## src/rtl/i2c_tgt_pkg.sv

```systemverilog
package i2c_tgt_pkg;
  typedef enum logic [2:0] {
    ST_IDLE,
    ST_ADDR,
    ST_ADDR_ACK,
    ST_RX,
    ST_RX_ACK,
    ST_TX,
    ST_TX_ACK,
    ST_SKIP
  } tgt_state_e;

  localparam int unsigned LINE_CNT = 2;
  localparam int unsigned LINE_SCL = 0;
  localparam int unsigned LINE_SDA = 1;
endpackage

```

## src/rtl/i2c_bus_frontend.sv

```systemverilog
module i2c_bus_frontend
  import i2c_tgt_pkg::*;
#(
  parameter int unsigned SYNC_STAGES = 2
) (
  input  logic clk_i,
  input  logic rst_ni,
  input  logic scl_i,
  input  logic sda_i,
  output logic scl_rise_o,
  output logic scl_fall_o,
  output logic sda_lvl_o,
  output logic start_o,
  output logic stop_o
);
  localparam int unsigned DEPTH = SYNC_STAGES + 1;

  logic [LINE_CNT-1:0] raw;
  logic [LINE_CNT-1:0] lvl, prv;

  assign raw[LINE_SCL] = scl_i;
  assign raw[LINE_SDA] = sda_i;

  for (genvar g = 0; g < LINE_CNT; g++) begin : g_line
    logic [DEPTH-1:0] pipe;
    always_ff @(posedge clk_i or negedge rst_ni) begin
      if (!rst_ni) pipe <= '1;  // idle bus level
      else         pipe <= {pipe[DEPTH-2:0], raw[g]};
    end
    assign lvl[g] = pipe[DEPTH-2];
    assign prv[g] = pipe[DEPTH-1];
  end

  assign scl_rise_o = lvl[LINE_SCL] & ~prv[LINE_SCL];
  assign scl_fall_o = ~lvl[LINE_SCL] & prv[LINE_SCL];
  assign sda_lvl_o  = lvl[LINE_SDA];
  // SDA edge while SCL is held high on both samples
  assign start_o = lvl[LINE_SCL] & prv[LINE_SCL] & ~lvl[LINE_SDA] & prv[LINE_SDA];
  assign stop_o  = lvl[LINE_SCL] & prv[LINE_SCL] & lvl[LINE_SDA] & ~prv[LINE_SDA];
endmodule

```

## src/rtl/i2c_reg_bank.sv

```systemverilog
module i2c_reg_bank #(
  parameter int unsigned NUM_REGS = 8,
  parameter logic [7:0]  RST_BASE = 8'h30,
  localparam int unsigned PTR_W   = (NUM_REGS > 1) ? $clog2(NUM_REGS) : 1
) (
  input  logic             clk_i,
  input  logic             rst_ni,
  input  logic             ptr_load_i,
  input  logic [7:0]       ptr_val_i,
  input  logic             ptr_inc_i,
  input  logic             wr_i,
  input  logic [7:0]       wdata_i,
  output logic [7:0]       rdata_o,
  output logic [PTR_W-1:0] ptr_o
);
  localparam logic [PTR_W-1:0] PTR_LAST = PTR_W'(NUM_REGS - 1);

  logic [PTR_W-1:0] ptr_q;
  logic [PTR_W-1:0] ptr_cand;
  logic [7:0]       regs [NUM_REGS];

  assign ptr_cand = ptr_val_i[PTR_W-1:0];

  always_ff @(posedge clk_i or negedge rst_ni) begin
    if (!rst_ni) begin
      ptr_q <= '0;
    end else if (ptr_load_i) begin
      ptr_q <= (32'(ptr_cand) >= NUM_REGS) ? '0 : ptr_cand;
    end else if (ptr_inc_i) begin
      ptr_q <= (ptr_q == PTR_LAST) ? '0 : ptr_q + 1'b1;
    end
  end

  for (genvar g = 0; g < NUM_REGS; g++) begin : g_reg
    always_ff @(posedge clk_i or negedge rst_ni) begin
      if (!rst_ni)                            regs[g] <= RST_BASE + 8'(g);
      else if (wr_i && ptr_q == PTR_W'(g))    regs[g] <= wdata_i;
    end
  end

  assign rdata_o = regs[ptr_q];
  assign ptr_o   = ptr_q;
endmodule

```

## src/rtl/i2c_regfile_target.sv

```systemverilog
module i2c_regfile_target
  import i2c_tgt_pkg::*;
#(
  parameter logic [6:0]  DEV_ADDR = 7'h5C,
  parameter int unsigned NUM_REGS = 8,
  parameter logic [7:0]  RST_BASE = 8'h30
) (
  input  logic clk_i,
  input  logic rst_ni,
  input  logic scl_i,
  input  logic sda_i,
  output logic sda_oe_o
);
  localparam int unsigned PTR_W    = (NUM_REGS > 1) ? $clog2(NUM_REGS) : 1;
  localparam logic [3:0]  CNT_FULL = 4'd8;

  logic scl_rise, scl_fall, sda_lvl, start_det, stop_det;
  tgt_state_e state_q;
  logic [3:0] bit_cnt;
  logic [7:0] rx_sh, tx_sh, rdata;
  logic       sda_oe_q, rw_q, first_q, mack_q;
  logic [PTR_W-1:0] ptr;
  logic       byte_end, ptr_load, wr_en, ptr_inc;

  i2c_bus_frontend #(.SYNC_STAGES(2)) u_fe (
    .clk_i      (clk_i),
    .rst_ni     (rst_ni),
    .scl_i      (scl_i),
    .sda_i      (sda_i),
    .scl_rise_o (scl_rise),
    .scl_fall_o (scl_fall),
    .sda_lvl_o  (sda_lvl),
    .start_o    (start_det),
    .stop_o     (stop_det)
  );

  assign byte_end = scl_fall && (bit_cnt == CNT_FULL) && !start_det && !stop_det;
  assign ptr_load = byte_end && (state_q == ST_RX) && first_q;
  assign wr_en    = byte_end && (state_q == ST_RX) && !first_q;
  assign ptr_inc  = wr_en || (byte_end && (state_q == ST_TX));

  i2c_reg_bank #(.NUM_REGS(NUM_REGS), .RST_BASE(RST_BASE)) u_bank (
    .clk_i      (clk_i),
    .rst_ni     (rst_ni),
    .ptr_load_i (ptr_load),
    .ptr_val_i  (rx_sh),
    .ptr_inc_i  (ptr_inc),
    .wr_i       (wr_en),
    .wdata_i    (rx_sh),
    .rdata_o    (rdata),
    .ptr_o      (ptr)
  );

  always_ff @(posedge clk_i or negedge rst_ni) begin
    if (!rst_ni) begin
      state_q  <= ST_IDLE;
      bit_cnt  <= '0;
      rx_sh    <= '0;
      tx_sh    <= '0;
      sda_oe_q <= 1'b0;
      rw_q     <= 1'b0;
      first_q  <= 1'b0;
      mack_q   <= 1'b0;
    end else if (stop_det) begin
      state_q  <= ST_IDLE;
      sda_oe_q <= 1'b0;
    end else if (start_det) begin
      state_q  <= ST_ADDR;
      bit_cnt  <= '0;
      sda_oe_q <= 1'b0;
    end else begin
      unique case (state_q)
        ST_ADDR, ST_RX: begin
          if (scl_rise) begin
            rx_sh   <= {rx_sh[6:0], sda_lvl};
            bit_cnt <= bit_cnt + 1'b1;
          end else if (byte_end) begin
            bit_cnt <= '0;
            if (state_q == ST_ADDR) begin
              if (rx_sh[7:1] == DEV_ADDR) begin
                state_q  <= ST_ADDR_ACK;
                sda_oe_q <= 1'b1;
                rw_q     <= rx_sh[0];
                first_q  <= 1'b1;
              end else begin
                state_q <= ST_SKIP;
              end
            end else begin
              state_q  <= ST_RX_ACK;
              sda_oe_q <= 1'b1;
              first_q  <= 1'b0;
            end
          end
        end
        ST_ADDR_ACK: begin
          if (scl_fall) begin
            if (rw_q) begin
              state_q  <= ST_TX;
              tx_sh    <= rdata;
              sda_oe_q <= ~rdata[7];
            end else begin
              state_q  <= ST_RX;
              sda_oe_q <= 1'b0;
            end
          end
        end
        ST_RX_ACK: begin
          if (scl_fall) begin
            state_q  <= ST_RX;
            sda_oe_q <= 1'b0;
          end
        end
        ST_TX: begin
          if (scl_rise) begin
            bit_cnt <= bit_cnt + 1'b1;
          end else if (byte_end) begin
            bit_cnt  <= '0;
            sda_oe_q <= 1'b0;
            state_q  <= ST_TX_ACK;
          end else if (scl_fall) begin
            tx_sh    <= {tx_sh[6:0], 1'b0};
            sda_oe_q <= ~tx_sh[6];
          end
        end
        ST_TX_ACK: begin
          if (scl_rise) begin
            mack_q <= ~sda_lvl;
          end else if (scl_fall) begin
            if (mack_q) begin
              state_q  <= ST_TX;
              tx_sh    <= rdata;
              sda_oe_q <= ~rdata[7];
            end else begin
              state_q <= ST_SKIP;
            end
          end
        end
        default: ;
      endcase
    end
  end

  assign sda_oe_o = sda_oe_q;
endmodule

```

## config.mk

```make
export PLATFORM = sky130hd
export DESIGN_NAME = i2c_regfile_target
export DESIGN_NICKNAME = d
export VERILOG_FILES = /design/src/rtl/i2c_tgt_pkg.sv /design/src/rtl/i2c_bus_frontend.sv /design/src/rtl/i2c_reg_bank.sv /design/src/rtl/i2c_regfile_target.sv
export SDC_FILE = /design/constraint.sdc
export NUM_CORES = 1
export LEC_CHECK = 0
export BUFFER_PORTS_ARGS = -buffer_cell sky130_fd_sc_hd__buf_2
export CORE_AREA = 2 2 93 104
export CTS_CLUSTER_SIZE = 20
export DETAILED_ROUTE_END_ITERATION = 8
export DIE_AREA = 0 0 95 106
export GPL_TIMING_DRIVEN = 0
export PLACE_DENSITY = 0.82
export REMOVE_ABC_BUFFERS = 1
export SLEW_MARGIN = 20
export SYNTH_ARGS = -nofsm -noshare
export SYNTH_HDL_FRONTEND = slang
export SYNTH_SLANG_ARGS = --single-unit
```

## constraint.sdc

```tcl
create_clock -name clk_i -period 2.8 [get_ports clk_i]
set_input_delay 0.56 -clock clk_i [delete_from_list [all_inputs] [get_ports clk_i]]
set_output_delay 0.56 -clock clk_i [all_outputs]
set_load 0.1 [all_outputs]
```

== Yosys cells after proc, flatten, opt, wreduce, memory -nomap -nowiden ==
Cells that the tools add are included.

* Output and inout bits: 1
* Bits in read-only memories: 0
* Latch bits: 0
* Bits of input ports: 4
* Word-level logic and storage cells: 160
* Flip-flop bits (word level): 99
* Bits in writable memories: 0
* Memories kept: 0

* $lt $le $gt $ge: 1
* Add/subtract/negate cells: 2
* Shift operators: 0
* Mux-type cells: 51
* $mul: 0
* Bitwise gates (word level): 17
* Equal/unequal tests: 35
* Divide/modulo/power cells: 0
* Reduce and logical (&&, ||, !) cells: 35

{| class="wikitable"
|+ Operators with widths
! kind !! number
|-
| $mux W7 || 8
|-
| $mux W3 || 16
|-
| $ne A4 B4 Y1 const B || 9
|-
| $bmux W8 S3 || 1
|-
| $reduce_and A11 Y1 || 2
|-
| $eq A3 B3 Y1 const B || 7
|-
| $pmux W7 S3 || 1
|-
| $mux W1 || 16
|-
| $mux W4 || 4
|-
| $mux W8 || 2
|-
| $ne A2 B2 Y1 const B || 8
|-
| $logic_and A1 B1 Y1 || 15
|-
| $pmux W3 S5 || 1
|-
| $eq A3 B2 Y1 const B || 4
|-
| $ne A5 B5 Y1 const B || 2
|-
| $not A1 Y1 || 9
|-
| $reduce_and A9 Y1 || 1
|-
| $reduce_and A4 Y1 || 2
|-
| $and A1 B1 Y1 || 7
|-
| $eq A7 B7 Y1 const B || 1
|-
| $reduce_and A7 Y1 || 1
|-
| $reduce_bool A7 Y1 || 1
|-
| $eq A3 B1 Y1 const B || 2
|-
| $reduce_and A6 Y1 || 1
|-
| 16 further kinds || 20
|}

== Logic depth before layout (Yosys ltp) ==
* Depth in word-level cells: 11
* Depth in mapped cells: 7
* Depth with buffers taken out: 6

== By module ==
Synthesis repeated with hierarchy kept, for this count alone.

* Cell total of the unflattened synthesis: 344
* Area total of the unflattened synthesis: 4901.0 µm²

{| class="wikitable"
|+ By module, submodules not included
! module !! seq. area each (µm²) !! times used !! area each (µm²) !! cells an instance
|-
| i2c_reg_bank || 1711.6 || 1 || 3171.8 || 188
|-
| i2c_regfile_target || 650.6 || 1 || 1539.0 || 146
|-
| i2c_bus_frontend || 157.7 || 1 || 190.2 || 10
|}

== Worst setup path after synthesis ==
Ideal clock, no wire load.

* Path kind: register -> register
* Start: reg u_fe.g_line[0].pipe[2]
* End: reg u_bank.regs[40] (netlist bit)
* Clock period less this slack: 1.863 ns
* Buffers on the path: 1
* Setup time: 0.125 ns
* Slack: 0.937 ns
* Data required time: 2.675 ns
* Arrival: 1.739 ns
* Stages on the path, launching flop included: 7
* Path through: dfstp_2 -> and4bb_1 -> nand4_2 -> nor3_2 -> and2_1 -> buf_4 -> mux2_2

* Word-level cells in the longest chain between the ends: 9
* Elaborated cells between the ends (all ways): 14
* Those cells by class: bitwise (6); reduce/logical (8)

{| class="wikitable"
|+ Ends and longest elaborated chain
! element !! line !! source
|-
| from (decl) || i2c_bus_frontend.sv:25 || <nowiki>logic [DEPTH-1:0] pipe;</nowiki>
|-
| from (signal assigned) || i2c_bus_frontend.sv:28 || <nowiki>else pipe <= {pipe[DEPTH-2:0], raw[g]};</nowiki>
|-
| $and A1 B1 Y1 || i2c_bus_frontend.sv:38, i2c_bus_frontend.sv:39 ||
|-
| $and A1 B1 Y1 (2 in series) || i2c_bus_frontend.sv:38 || <nowiki>assign start_o = lvl[LINE_SCL] & prv[LINE_SCL] & ~lvl[LINE_SDA] & prv[LINE_SDA];</nowiki>
|-
| $logic_not A1 Y1 || i2c_regfile_target.sv:37 || <nowiki>assign byte_end = scl_fall && (bit_cnt == CNT_FULL) && !start_det && !stop_det;</nowiki>
|-
| $logic_and A1 B1 Y1 || i2c_regfile_target.sv:37 ||
|-
| $logic_and A1 B1 Y1 * || i2c_regfile_target.sv:37 ||
|-
| $logic_and A1 B1 Y1 * (2 in series) || i2c_regfile_target.sv:39 || <nowiki>assign wr_en = byte_end && (state_q == ST_RX) && !first_q;</nowiki>
|-
| $logic_and A1 B1 Y1 * || i2c_reg_bank.sv:37 || <nowiki>else if (wr_i && ptr_q == PTR_W'(g)) regs[g] <= wdata_i;</nowiki>
|-
| to (signal, indexed assignment) || i2c_reg_bank.sv:36 || <nowiki>if (!rst_ni) regs[g] <= RST_BASE + 8'(g);</nowiki>
|-
| to (signal, indexed assignment) || i2c_reg_bank.sv:37 ||
|-
| to (decl) || i2c_reg_bank.sv:20 || <nowiki>logic [7:0] regs [NUM_REGS];</nowiki>
|}

Every way passes the cells marked *; elsewhere a longest branch is shown, timed or not.
A chain may end at the register's enable or synchronous reset.

== Worst setup path in the final report ==
* Start: reg u_bank.ptr_q[2], in the netlist u_bank.ptr_o[2]
* End: reg u_bank.regs[38] (netlist bit)

* Word-level cells in the longest chain between the ends: 2

{| class="wikitable"
|+ Ends and longest elaborated chain
! element !! line !! source
|-
| from (decl) || i2c_reg_bank.sv:18 || <nowiki>logic [PTR_W-1:0] ptr_q;</nowiki>
|-
| from (signal assigned) || i2c_reg_bank.sv:28 || <nowiki>ptr_q <= (32'(ptr_cand) >= NUM_REGS) ? '0 : ptr_cand;</nowiki>
|-
| from (signal assigned) || i2c_reg_bank.sv:30 || <nowiki>ptr_q <= (ptr_q == PTR_LAST) ? '0 : ptr_q + 1'b1;</nowiki>
|-
| $eq A3 B2 Y1 || i2c_reg_bank.sv:37 ||
|-
| $logic_and A1 B1 Y1 || i2c_reg_bank.sv:37 ||
|}

Every way passes these cells.

==> metrics.txt <==
DRT antenna net count=0; dpl hpwl=6240 um; PD cells=645 nW/um^2; Die ar.=10100 sq um; post-layout instance area=5180 sq um; status=finished, final reports clean; initial antenna violation count=0; total power=3.34 mW; nature of the critical path endpoint=flip-flop; starting DRC count in detailed routing=159; via count=2990; Cell variety after synth=56; Clock Path Buffers=2; Post-Place Cell Area=4980 sq um; TritonCTS Buffers=9; drt pass-1 iters=4; Synth area leader=dfrtp_1; Initial Utilization=53.7%; Hold Fails Final Rpt=0; crit start category=flip-flop; number of max-cap violations=0; global-route usage over all layers=20.8%; vias in the first global route=3162; CP required=3.05 ns; Tightest Pin Transition=1.01 ns; hold_buf cts=0; chip height=106 um; Core Util, Final=56.8%; clk sinks=99; GR Overflow Total=0; Core ar.=9120 sq um; combinational share of power=19.7%; main flop type after synthesis=dfrtp_1; Placer Congestion=0.842; Mean Syn Cell Area=13.0 sq um; Die X-Extent=95 um; Fillers=694; top-area cell type share of the netlist area=33.2%; max frequency=408 MHz; Lkg Pwr=2.26 nW; DRC viols=0; synthesized area=4890 sq um; worst-skew pair later-pin latency=0.37 ns; number of setup violations in the final report=0; P_int=2.20 mW; Final period util=87.5%; largest net degree at the start of global routing=55; vias per inst=6.10; flops & latches, synth=99; I/O Buffers=4; I/O pins=5; clk slew on worst S/H paths=0.09 ns; crit-path max FO=15; CP arrival=2.70 ns; final WL=9610 um; Yosys Warn Count=0; Final min period=2.45 ns; Seq/Total Area, Yosys=51.5%; nets@finish=380; max-slew violation count=0; first-pass GRT wire length=15800 um; Cell Rows=37; Reg power frac=53.9%; Worst VDD drop=265 uV; commonest non-fill, non-tap cell in the layout=mux2_2; Fin Clk Skew=0.00886 ns; Post-synth EDFFs=0; Root Buffer=clkbuf_8; Area growth, synth to finish=5.83%; largest cells by area after synthesis=dfrtp_1, dfstp_2, mux2_2, mux4_2, nand2_1; relative slew slack=32.3%; most frequent cells in the layout=mux2_2, dfrtp_1, dfstp_2; Gate Count Post-Synth=375; setup_tns=0 ns; Clock Power Share=26.4%; Diodes inserted=0; Sw Pwr=1.14 mW; Hold Crit Class=in2async; CTS H-tree depth=3; CTS tree=done; Post-synth ARST share=100%; Sw Ratio=34.2%; layout cell share with drive strength beyond 1=43.4%; kind of critical path=reg2reg; Wirelength per Cell=19.6 um; unrepaired setup endpoints after global routing=no
[area by class of cell]
cell class	count	area, sq um	share of cell area [%]
Inverter	10	37.5	0.725
Timing Repair Buffer	5	53.8	1.04
Clock inverter	4	33.8	0.652
Sequential cell	99	2520	48.7
Tap cell	117	146	2.83
Multi-Input combinational cell	243	2230	43.1
Clock buffer	12	155	3.00
[critical path: stages, from the launching register on]
cell and delay (ns):
dfrtp_1 0.84, clkinv_1 0.51, ha_1 0.36, nand2_2 0.25, mux2_2 0.37
[final timing paths]
kind	from	to	slack, ns	depth (start not counted)
max	u_bank.ptr_o[2]$_DFFE_PN0P_	u_bank.regs[38]$_DFFE_PN0P_	0.35	4
min reg2reg	u_fe.g_line[0].pipe[0]$_DFF_PN1_	u_fe.g_line[0].pipe[1]$_DFF_PN1_	0.36	0
max in group asynchronous	rst_ni	u_bank.regs[20]$_DFFE_PN1P_	2.05	2
min in group clk_i	sda_i	u_fe.g_line[1].pipe[0]$_DFF_PN1_	0.28	1
max reg2reg	u_bank.ptr_o[2]$_DFFE_PN0P_	u_bank.regs[38]$_DFFE_PN0P_	0.35	4
min	rst_ni	state_q[0]$_DFFE_PN0P_	0.10	1
[sequential cells by signal, summed over array words and instances (netlist names)]
name,count
u_bank.regs,64
rx_sh,8
tx_sh,7
u_fe.g_line.pipe,6
bit_cnt,4
state_q,3
u_bank.ptr_o,3
first_q,1
mack_q,1
rw_q,1
sda_oe_o,1
[kinds of logic (layout without fill, tap and decap cells)]
logic type	Yosys count	count (layout)	share of synthesized area (%)
AO/OA/AOI/OAI	55	55	7.59
XOR/XNOR	1	1	0.332
adder cells (fa/ha/maj)	8	8	2.05
buffers and inverters	33	31	3.04
flip-flops	99	99	51.5
multiplexers	94	94	25.2
AND/OR/NAND/NOR	85	85	10.3
[per-stage QoR]
| step | setup slack (ns) | std cells | hold WS, ns |
|---|---|---|---|
| 6_report | 0.350 | 490 | 0.103 |
| 5_1_grt | 0.242 | 490 | 0.127 |
| 4_1_cts | 0.278 | 490 | 0.118 |
| 3_5_place_dp | 0.347 | 474 | 0.347 |
| 3_3_place_gp | 0.297 | 473 | 0.346 |
| 2_1_floorplan | 0.768 | 352 | 0.264 |
[cell usage after synthesis (4+ instances only)]
| cell | count |
|---|---|
| o21ai_0 | 19 |
| nand2_1 | 28 |
| ha_1 | 8 |
| nor2_1 | 12 |
| and2_1 | 4 |
| inv_1 | 9 |
| nand3_1 | 8 |
| a31oi_1 | 4 |
| mux2_2 | 73 |
| dfrtp_1 | 65 |
| mux4_2 | 16 |
| buf_2 | 5 |
| dfstp_2 | 34 |
| a21oi_1 | 8 |
| clkbuf_1 | 12 |
| buf_4 | 5 |
[power groups by stage]
stage / combinational (mW) / clock [mW] / sequential (mW)
floorplan: 0.460 / 0 / 1.77
global placement: 0.612 / 0 / 1.81
detailed placement: 0.646 / 0 / 1.82
CTS: 0.652 / 0.895 / 1.79
global route: 0.730 / 0.964 / 1.82
finish: 0.659 / 0.883 / 1.80
[per-layer routing]
metal / track usage (%) / wire [um] / vias to the layer above
li1: - / - / 1340
met5: 0 / 0 / -
met3: 4.54 / 311 / 20
met4: 10.5 / 257 / 0
met2: 33.1 / 4930 / 67
met1: 26.9 / 4110 / 1563
[repair_timing]
action / 4_1_cts / 5_1_grt
endpoints found under the setup margin: 0 / 6
setup buffers: 0 / 0
resized for setup: 0 / 1
(Power assumes the default switching activity.)
